`config.mk`:
```
export PLATFORM = sky130hd
export DESIGN_NAME = uart_irq_prio
export DESIGN_NICKNAME = d
export VERILOG_FILES = /design/src/rtl/uart_irq_pkg.sv /design/src/rtl/uart_irq_rst_sync.sv /design/src/rtl/uart_irq_sticky.sv /design/src/rtl/uart_irq_modem_delta.sv /design/src/rtl/uart_irq_prio_enc.sv /design/src/rtl/uart_irq_prio.sv
export SDC_FILE = /design/constraint.sdc
export NUM_CORES = 1
export LEC_CHECK = 0
export BUFFER_PORTS_ARGS = -buffer_cell sky130_fd_sc_hd__buf_2
export CORE_MARGIN = 5
export CORE_UTILIZATION = 41
export DETAILED_ROUTE_END_ITERATION = 8
export GPL_ROUTABILITY_DRIVEN = 0
export PLACE_DENSITY_LB_ADDON = 0.25
export SLEW_MARGIN = 20
export SYNTH_ARGS = -nofsm -noshare
export SYNTH_HDL_FRONTEND = slang
export SYNTH_SLANG_ARGS = --single-unit
export TNS_END_PERCENT = 1
```
`constraint.sdc`:
```
create_clock -name clk -period 1.45 [get_ports clk]
set_clock_uncertainty 0.05 [all_clocks]
set_input_delay 0.0725 -clock clk [delete_from_list [all_inputs] [get_ports clk]]
set_output_delay 0.0725 -clock clk [all_outputs]
set_load 0.01 [all_outputs]
```
`src/rtl/uart_irq_pkg.sv`:
```
package uart_irq_pkg;
  typedef enum logic [3:0] {
    IC_MODEM = 4'b0000,
    IC_NONE  = 4'b0001,
    IC_THR   = 4'b0010,
    IC_RXDAT = 4'b0100,
    IC_LINE  = 4'b0110,
    IC_RXTMO = 4'b1100
  } irq_code_e;

  localparam int EN_RX    = 0;
  localparam int EN_THR   = 1;
  localparam int EN_LINE  = 2;
  localparam int EN_MODEM = 3;
  localparam int EN_W     = 4;
  localparam int CODE_W   = 4;
endpackage

```
`src/rtl/uart_irq_rst_sync.sv`:
```
module uart_irq_rst_sync #(
  parameter int STAGES = 2
) (
  input  logic clk,
  input  logic rst_n_async,
  output logic rst_n_o
);
  logic [STAGES-1:0] sh_q;
  logic [STAGES-1:0] sh_d;

  always_comb sh_d = {sh_q[STAGES-2:0], 1'b1};

  always_ff @(posedge clk or negedge rst_n_async) begin
    if (!rst_n_async) sh_q <= '0;
    else              sh_q <= sh_d;
  end

  assign rst_n_o = sh_q[STAGES-1];
endmodule

```
`src/rtl/uart_irq_sticky.sv`:
```
module uart_irq_sticky #(
  parameter bit SET_WINS = 1'b1
) (
  input  logic clk,
  input  logic rst_n,
  input  logic set_i,
  input  logic clr_i,
  output logic pend_o
);
  logic pend_q;
  logic pend_d;

  always_comb begin
    if (SET_WINS) pend_d = set_i | (pend_q & ~clr_i);
    else          pend_d = ~clr_i & (set_i | pend_q);
  end

  always_ff @(posedge clk or negedge rst_n) begin
    if (!rst_n) pend_q <= 1'b0;
    else        pend_q <= pend_d;
  end

  assign pend_o = pend_q;

  generate
    if (SET_WINS) begin : g_setwin

      sticky_set_wins_chk: assert property (@(posedge clk) disable iff (!rst_n)
        set_i |=> pend_q);
    end else begin : g_clrwin

      sticky_clr_wins_chk: assert property (@(posedge clk) disable iff (!rst_n)
        clr_i |=> !pend_q);
    end
  endgenerate


  sticky_hold_chk: assert property (@(posedge clk) disable iff (!rst_n)
    (!set_i && !clr_i) |=> $stable(pend_q));
endmodule

```
`src/rtl/uart_irq_modem_delta.sv`:
```
module uart_irq_modem_delta #(
  parameter int               LINES      = 4,
  parameter logic [LINES-1:0] TRAIL_ONLY = 4'b0100
) (
  input  logic             clk,
  input  logic             rst_n,
  input  logic [LINES-1:0] src_i,
  input  logic             clr_i,
  output logic [LINES-1:0] delta_o
);
  logic [LINES-1:0] prev_q, prev_d;
  logic [LINES-1:0] delta_q, delta_d;
  logic [LINES-1:0] evt;

  generate
    for (genvar i = 0; i < LINES; i++) begin : g_line
      if (TRAIL_ONLY[i]) begin : g_trail
        assign evt[i] = prev_q[i] & ~src_i[i];

        ri_rise_quiet_chk: assert property (@(posedge clk) disable iff (!rst_n)
          (!prev_q[i] && src_i[i] && !delta_q[i] && !clr_i) |=> !delta_q[i]);
      end else begin : g_any
        assign evt[i] = prev_q[i] ^ src_i[i];
      end

      delta_set_chk: assert property (@(posedge clk) disable iff (!rst_n)
        evt[i] |=> delta_q[i]);
    end
  endgenerate

  always_comb begin
    prev_d  = src_i;
    delta_d = (clr_i ? '0 : delta_q) | evt;
  end

  always_ff @(posedge clk or negedge rst_n) begin
    if (!rst_n) begin
      prev_q  <= '0;
      delta_q <= '0;
    end else begin
      prev_q  <= prev_d;
      delta_q <= delta_d;
    end
  end

  assign delta_o = delta_q;


  delta_clear_chk: assert property (@(posedge clk) disable iff (!rst_n)
    (clr_i && evt == '0) |=> (delta_q == '0));
endmodule

```
`src/rtl/uart_irq_prio_enc.sv`:
```
module uart_irq_prio_enc
  import uart_irq_pkg::*;
(
  input  logic        line_p,
  input  logic        rx_p,
  input  logic        tmo_i,
  input  logic        thr_p,
  input  logic        mdm_p,
  output irq_code_e   code_o,
  output logic        any_o
);
  always_comb begin
    if (line_p)      code_o = IC_LINE;
    else if (rx_p)   code_o = tmo_i ? IC_RXTMO : IC_RXDAT;
    else if (thr_p)  code_o = IC_THR;
    else if (mdm_p)  code_o = IC_MODEM;
    else             code_o = IC_NONE;
    any_o = line_p | rx_p | thr_p | mdm_p;
  end
endmodule

```
`src/rtl/uart_irq_prio.sv`:
```
module uart_irq_prio
  import uart_irq_pkg::*;
#(
  parameter int               MDM_W       = 4,
  parameter logic [MDM_W-1:0] MDM_TRAIL   = 4'b0100,
  parameter int               SYNC_STAGES = 2
) (
  input  logic             clk,
  input  logic             rst_n,
  input  logic [EN_W-1:0]  ier_i,
  input  logic             rx_ready_i,
  input  logic             rx_tmo_i,
  input  logic             line_err_i,
  input  logic             lsr_rd_i,
  input  logic             thr_empty_i,
  input  logic             thr_wr_i,
  input  logic             isr_rd_i,
  input  logic             msr_rd_i,
  input  logic             loopback_i,
  input  logic [MDM_W-1:0] mdm_i,
  input  logic [MDM_W-1:0] loop_mdm_i,
  output logic             irq_o,
  output logic [CODE_W-1:0] code_o,
  output logic [MDM_W-1:0] delta_o
);
  logic rst_n_s;
  logic thr_prev_q, thr_prev_d;
  logic ien_prev_q, ien_prev_d;
  logic thr_set, thr_clr, thr_q;
  logic line_q;
  logic [MDM_W-1:0] mdm_src;
  logic [MDM_W-1:0] delta;
  logic line_p, rx_p, thr_p, mdm_p, any;
  irq_code_e code;

  uart_irq_rst_sync #(.STAGES(SYNC_STAGES)) u_rst (
    .clk(clk), .rst_n_async(rst_n), .rst_n_o(rst_n_s)
  );

  // modem source select for diagnostic loop
  always_comb mdm_src = loopback_i ? loop_mdm_i : mdm_i;

  // transmit-empty edge tracking
  always_comb begin
    thr_prev_d = thr_empty_i;
    ien_prev_d = ier_i[EN_THR];
    thr_set    = thr_empty_i & (~thr_prev_q | (ier_i[EN_THR] & ~ien_prev_q));
    thr_clr    = thr_wr_i | (isr_rd_i & (code == IC_THR));
  end

  always_ff @(posedge clk or negedge rst_n_s) begin
    if (!rst_n_s) begin
      thr_prev_q <= 1'b0;
      ien_prev_q <= 1'b0;
    end else begin
      thr_prev_q <= thr_prev_d;
      ien_prev_q <= ien_prev_d;
    end
  end

  uart_irq_sticky #(.SET_WINS(1'b1)) u_line (
    .clk(clk), .rst_n(rst_n_s), .set_i(line_err_i), .clr_i(lsr_rd_i), .pend_o(line_q)
  );

  uart_irq_sticky #(.SET_WINS(1'b0)) u_thr (
    .clk(clk), .rst_n(rst_n_s), .set_i(thr_set), .clr_i(thr_clr), .pend_o(thr_q)
  );

  uart_irq_modem_delta #(.LINES(MDM_W), .TRAIL_ONLY(MDM_TRAIL)) u_mdm (
    .clk(clk), .rst_n(rst_n_s), .src_i(mdm_src), .clr_i(msr_rd_i), .delta_o(delta)
  );

  // enable gating
  always_comb begin
    line_p = line_q & ier_i[EN_LINE];
    rx_p   = (rx_ready_i | rx_tmo_i) & ier_i[EN_RX];
    thr_p  = thr_q & ier_i[EN_THR];
    mdm_p  = (|delta) & ier_i[EN_MODEM];
  end

  uart_irq_prio_enc u_enc (
    .line_p(line_p), .rx_p(rx_p), .tmo_i(rx_tmo_i), .thr_p(thr_p),
    .mdm_p(mdm_p), .code_o(code), .any_o(any)
  );

  assign irq_o   = any;
  assign code_o  = code;
  assign delta_o = delta;


  polled_quiet_chk: assert property (@(posedge clk) disable iff (!rst_n_s)
    (ier_i == '0) |-> (!irq_o && code_o == IC_NONE));

  line_top_chk: assert property (@(posedge clk) disable iff (!rst_n_s)
    (line_q && ier_i[EN_LINE]) |-> (code_o == IC_LINE));

  pend_bit0_chk: assert property (@(posedge clk) disable iff (!rst_n_s)
    irq_o |-> !code_o[0]);

  thr_read_clear_chk: assert property (@(posedge clk) disable iff (!rst_n_s)
    (isr_rd_i && code_o == IC_THR) |=> !thr_q);
endmodule

```
==> results of run 1 <==
worst max-delay path: cells and delay by family, from the launching register on:
| kind | cells | cell delay (ns) |
|---|---|---|
| flip-flops | 1 | 0.41 |
| AO/OA/AOI/OAI | 1 | 0.38 |
| AND/OR/NAND/NOR | 1 | 0.20 |
| buffers and inverters | 1 | 0.13 |
metal layers:
| metal | track usage, % | vias up |
|---|---|---|
| met2 | 27.0 | 13 |
| met4 | 4.97 | 0 |
| li1 | - | 259 |
| met1 | 16.4 | 233 |
| met3 | 4.89 | 2 |
| met5 | 0 | - |
repair_timing:
item / CTS / global route
hold endpoints to repair: 13 / 0
endpoints found under the setup margin: 2 / 4
setup buffers: 0 / 1
resized for setup: 1 / 2
pin swaps: 3 / 2
hold buffers: 13 / 0
cell families (layout without fill, tap and decap cells):
kind of cell / Yosys count / after routing / share of synthesized area [%]
buf+inv: 9 / 58 / 5.88
mux: 4 / 4 / 9.80
xor+xnor: 3 / 3 / 4.58
simple gates: 6 / 6 / 5.45
flops: 14 / 14 / 61.0
other cells: 1 / 1 / 0.653
compound gates: 11 / 11 / 12.6
registers in the layout (all words and copies together), names as in the netlist:
| signal | count |
|---|---|
| ien_prev_q | 1 |
| thr_prev_q | 1 |
| u_line.pend_o | 1 |
| u_mdm.delta_o | 4 |
| u_mdm.prev_q | 4 |
| u_rst.sh_q | 2 |
| u_thr.pend_o | 1 |
worst paths after layout:
| kind | from | end | slack [ns] |
|---|---|---|---|
| worst min-delay path | loop_mdm_i[2] | u_mdm.prev_q[2] | 0.009 |
| worst min register to register | u_rst.sh_q[1] | ien_prev_q | 0.14 |
| min in group asynchronous | rst_n | u_rst.sh_q[1] | 0.05 |
| max in group asynchronous | u_rst.sh_q[1] | u_mdm.delta_o[3] | 0.90 |
| worst max register to register | u_thr.pend_o | u_thr.pend_o | 0.42 |
| worst max-delay path | u_mdm.delta_o[0] | code_o[0] | -0.06 |
synthesized netlist by cell type:
cell and number:
nor2b_1 1, o22ai_1 1, a21oi_1 1, mux2_2 1, a21o_1 1, o21ai_0 1, o21a_1 1, and3_1 2
mux2_4 3, nand3_1 1, o41ai_1 1, inv_1 9, nand2_1 2, conb_1 1, xnor2_1 3, a311oi_1 2
o21ai_1 3, dfrtp_1 14
cells in the final DEF (no fill, tap or decap), types with 2 or more instances in the layout:
master           n
dlygate4sd3_1   11
dlymetal6s4s_1   2
nand2_1          2
xnor2_1          3
inv_1            9
a311oi_1         2
and3_1           2
mux2_4           3
o21ai_1          3
buf_2           31
dfrtp_1         14
clkbuf_4         3
report_power, final:
group,switching [mW],internal (mW)
logic,0.0756,0.111
registers,0.0272,0.425
clock network,0.117,0.152
layout make-up:
class | count | area [um^2] | area share, %
Clock buffer | 4 | 36.3 | 3.88
Inverter | 9 | 33.8 | 3.61
Multi-Input combinational cell | 25 | 198 | 21.2
Sequential cell | 14 | 350 | 37.5
Tap cell | 15 | 18.8 | 2.01
Timing Repair Buffer | 45 | 298 | 31.9
==> impl_metrics.py, run 1 <==
metrics = {
    "finish": {
        "fin_util_pct": 70.9,
        "stdcell_count": 112,
        "final_area_um2": 935,
        "areaGrowthSynthToFinish_pct": 62.7,
        "nets": 121,
        "diodes": 0,
        "fill_cells": 101,
        "drive_gt1_share_pct": 42.3,
    },
    "cts": {
        "cts_root_buf": "clkbuf_4",
        "clock-sinks": 14,
        "htreeDepth": 1,
        "ctsLongestPathBuffers": 2,
        "clk-insertion-delay-late_ns": 0.27,
        "clk_transition_reported_paths_ns": 0.08,
        "cts_made_buffers": 3,
        "cts_tree": "yes",
    },
    "drt": {
        "firstDrtPassIters": 2,
        "ant_nets": 0,
        "drt_wl_total_um": 1360,
        "wl_met1_um": 499,
        "top_layer_used": "met4",
        "route.met3.wl_um": 83,
        "wl_per_cell_um": 12.2,
        "wl_met2_um": 767,
        "routed_via_density": 4.53,
        "drc": 0,
        "num_vias": 507,
        "drt-initial-drc-count": 10,
    },
    "power_and_ir_drop": {
        "pwr_density_cell_nw_per_um2": 972,
        "leakagePower_nw": 0.514,
        "vdd_ir_drop_max_v": 0.000771,
        "total_power_mw": 0.908,
    },
    "min_path": {
        "hold_class": "input port to register",
        "whs_path_depth": 2,
    },
    "global_route": {
        "antenna_found_initial": 0,
        "grt_max_degree": 13,
        "grt_overflow": 0,
        "grt_first_pass_wirelength_um": 2210,
        "grt_pass1_vias": 513,
        "grtUsageTotal_pct": 15.0,
    },
    "timing": {
        "setup_slack_ns": -0.0593,
        "maxSlewViolCount": 0,
        "max_freq_ghz": 0.663,
        "rsz0062_at_grt": "yes",
        "setup_viol": 1,
        "timing.final.crit_share_pct": 104,
        "setup-tns-final_ns": -0.0593,
        "hold_slack_ns": 0.00924,
        "finalCriticalPeriod_ns": 1.51,
        "hold_viol_final": 0,
    },
    "setup_path": {
        "critical_path_required_ns": 1.33,
        "cp-start-kind": "register",
        "cp_cell_sequence": "o41ai_2 > and3_1 > buf_2",
        "crit_arrival_ns": 1.39,
        "crit_type": "register to output port",
        "ff2ff_path_depth": 3,
        "slowest_delay_ns": 0.41,
        "cp_max_fo": 3,
        "end_kind": "output port",
        "slowest_stage": "dfrtp_1",
    },
    "placed_design": {
        "place_area_um2": 748,
        "io_buffers": 31,
        "place_inst": 94,
        "hpwl_um": 1080,
        "dp_slack_ns": 0.140,
    },
    "logic_synthesis": {
        "synth-seq-cells": 14,
        "yosysTopAreaCell": "dfrtp_1",
        "yosysWarnings": 0,
        "synth-seq-area-share_pct": 61.0,
        "synthTopCellsByArea": "dfrtp_1 (61%), mux2_4 (7.8%), inv_1 (5.9%), xnor2_1 (4.6%), a311oi_1 (3.1%)",
        "synth_fp_nets": 71,
        "syn_inst": 48,
        "synth.top_cell.area_share_pct": 61.0,
        "ys_types": 18,
        "syn_area_um2": 574,
        "syn_avg_cell_area_um2": 12.0,
    },
    "run_status": {
        "status": "complete, but fails checks",
        "violations": "setup timing",
    },
    "floorplanning": {
        "core_um2": 1320,
        "initial_core_util_pct": 43.6,
        "fp.dieArea_um2": 2250,
        "fp-row-count": 13,
        "io-pin-count": 32,
        "die_w_um": 47.4,
        "die_h_um": 47.4,
    },
    "flow_run": {
        "maxCapViolCount": 0,
    },
}
Power figures use the tool's default switching activity.
==> run 2, diff against run 1 <==
--- a/config.mk
+++ b/config.mk
@@ -11,6 +11,7 @@
 export DETAILED_ROUTE_END_ITERATION = 8
 export GPL_ROUTABILITY_DRIVEN = 0
 export PLACE_DENSITY_LB_ADDON = 0.25
+export RECOVER_POWER = 50
 export SLEW_MARGIN = 20
 export SYNTH_ARGS = -nofsm -noshare
 export SYNTH_HDL_FRONTEND = slang
==> run 2 against run 1 <==
Against the previous run: highest routed layer unchanged; core utilization shrank 0.38 points; non-clock buffer count unchanged; maximum frequency about the same; critical path type unchanged; die area did not move; the flow still finishes with violations (setup timing); combinational power about the same; flip-flop and latch count is the same; global-route usage unchanged; critical endpoint unchanged; cell count unchanged; clock power is essentially flat; register-to-register slack about the same.
==> impl_metrics.py, run 2 (same netlist as run 1, synthesis figures left out) <==
metrics = {
    "setup_path": {
        "slowest_stage": "dfrtp_1",
        "r2r_end": "u_thr.pend_o",
        "crit_type": "register to output port",
        "critical_path_required_ns": 1.33,
        "cp-start-kind": "register",
        "ff2ff_path_depth": 3,
        "regToRegSetupSlack_ns": 0.43,
        "crit_arrival_ns": 1.39,
        "cp_max_fo": 3,
        "rr_startpoint": "u_thr.pend_o",
        "cp_cell_sequence": "o41ai_2 > and3_1 > buf_2",
        "slowest_delay_ns": 0.41,
        "end_kind": "output port",
    },
    "finish": {
        "final_common_cell": "buf_2",
        "layout_common_cells": "buf_2 (27), dfrtp_1 (14), dlygate4sd3_1 (11), inv_1 (9), clkbuf_1 (4)",
        "fill_cells": 104,
        "diodes": 0,
        "drive_gt1_share_pct": 38.1,
        "areaGrowthSynthToFinish_pct": 61.9,
        "nets": 121,
    },
    "global_route": {
        "grt_first_pass_wirelength_um": 2210,
        "grt_pass1_vias": 513,
        "grtUsageTotal_pct": 15.0,
        "grt_max_degree": 13,
        "antenna_found_initial": 0,
        "grt_overflow": 0,
    },
    "drt": {
        "drt_wl_total_um": 1370,
        "wl_met1_um": 498,
        "wl_met2_um": 766,
        "routed_via_density": 4.52,
        "wl_per_cell_um": 12.2,
        "drt-initial-drc-count": 9,
        "ant_nets": 0,
        "top_layer_used": "met4",
        "route.met3.wl_um": 88,
        "firstDrtPassIters": 2,
        "num_vias": 506,
        "drc": 0,
    },
    "cts": {
        "cts_tree": "yes",
        "cts_made_buffers": 3,
        "clock-sinks": 14,
        "clk_transition_reported_paths_ns": 0.08,
        "htreeDepth": 1,
        "clk-insertion-delay-late_ns": 0.27,
        "cts_root_buf": "clkbuf_4",
        "ctsLongestPathBuffers": 2,
    },
    "timing": {
        "setup_viol": 1,
        "setup-tns-final_ns": -0.0595,
        "setup_slack_ns": -0.0595,
        "finalCriticalPeriod_ns": 1.51,
        "timing.final.crit_share_pct": 104,
        "maxSlewViolCount": 0,
        "hold_viol_final": 0,
        "max_freq_ghz": 0.662,
        "rsz0062_at_grt": "yes",
    },
    "floorplanning": {
        "core_um2": 1320,
        "fp.dieArea_um2": 2250,
        "initial_core_util_pct": 43.6,
        "die_h_um": 47.4,
        "io-pin-count": 32,
        "fp-row-count": 13,
        "die_w_um": 47.4,
    },
    "power_and_ir_drop": {
        "vdd_ir_drop_max_v": 0.000772,
        "total_power_mw": 0.907,
        "pwr_density_cell_nw_per_um2": 975,
        "leakagePower_nw": 0.503,
    },
    "run_status": {
        "status": "complete, but fails checks",
        "violations": "setup timing",
    },
    "min_path": {
        "hold_class": "input port to register",
        "whs_path_depth": 2,
        "hold_start": "loop_mdm_i[2]",
        "hold-path-endpoint": "u_mdm.prev_q[2]",
    },
    "placed_design": {
        "hpwl_um": 1080,
        "dp_slack_ns": 0.140,
        "io_buffers": 31,
    },
    "flow_run": {
        "maxCapViolCount": 0,
    },
}
-- run 2: routing by layer --
metal,global-route usage [%],up-vias
li1,-,259
met1,16.4,232
met2,27.0,13
met3,4.89,2
met5,0,-
met4,4.97,0
-- run 2: cell type report --
cell class                 count  area (um^2)  area share (%)
tap                           15         18.8            2.02
inverter                       9         33.8            3.63
multi-input combinational     25          198            21.3
clock buffer                   4         36.3            3.90
sequential                    14          350            37.7
timing repair buffer          45          293            31.5
-- run 2: worst max-delay path: cells and delay by family, from the launching register on --
kind            cells  cell delay (ns)
flops               1             0.41
buf+inv             1             0.13
simple gates        1             0.20
compound gates      1             0.38
-- run 2: how the worst max path moves through the flow --
stage	depth (start not counted)	start	slack [ns]	endpoint
finish	3	u_mdm.delta_o[0]	-0.06	code_o[0]
global route	3	u_mdm.delta_o[0]	-0.14	code_o[0]
CTS	3	u_mdm.delta_o[2]	-0.08	code_o[0]
detailed placement	3	u_mdm.delta_o[0]	0.14	code_o[0]
global placement	3	u_mdm.delta_o[0]	0.18	code_o[0]
floorplan	2	u_mdm.delta_o[0]	0.28	code_o[0]
-- run 2: metrics by stage --
step | util [%] | area (um^2) | cells | hold WS [ns]
3_3_place_gp | 56.8 | 748 | 94 | -0.193
6_report | 70.6 | 930 | 112 | 0.00909
4_1_cts | 70.0 | 922 | 111 | 0.00645
5_1_grt | 70.6 | 930 | 112 | 0.00694
3_5_place_dp | 56.8 | 748 | 94 | -0.187
2_1_floorplan | - | 574 | 48 | -0.273
-- run 2: timing repair --
action,4_1_cts,5_1_grt
setup endpoints to repair,2,4
gates resized for setup,1,2
pin swaps,3,2
hold buffers,13,0
gates cloned,0,0
buffers inserted,0,1
hold endpoints to repair,13,0
-- run 2: power breakdown --
group,switching (mW),internal (mW)
clock,0.118,0.152
sequential,0.0272,0.425
combinational,0.0757,0.109
total,0.220,0.686
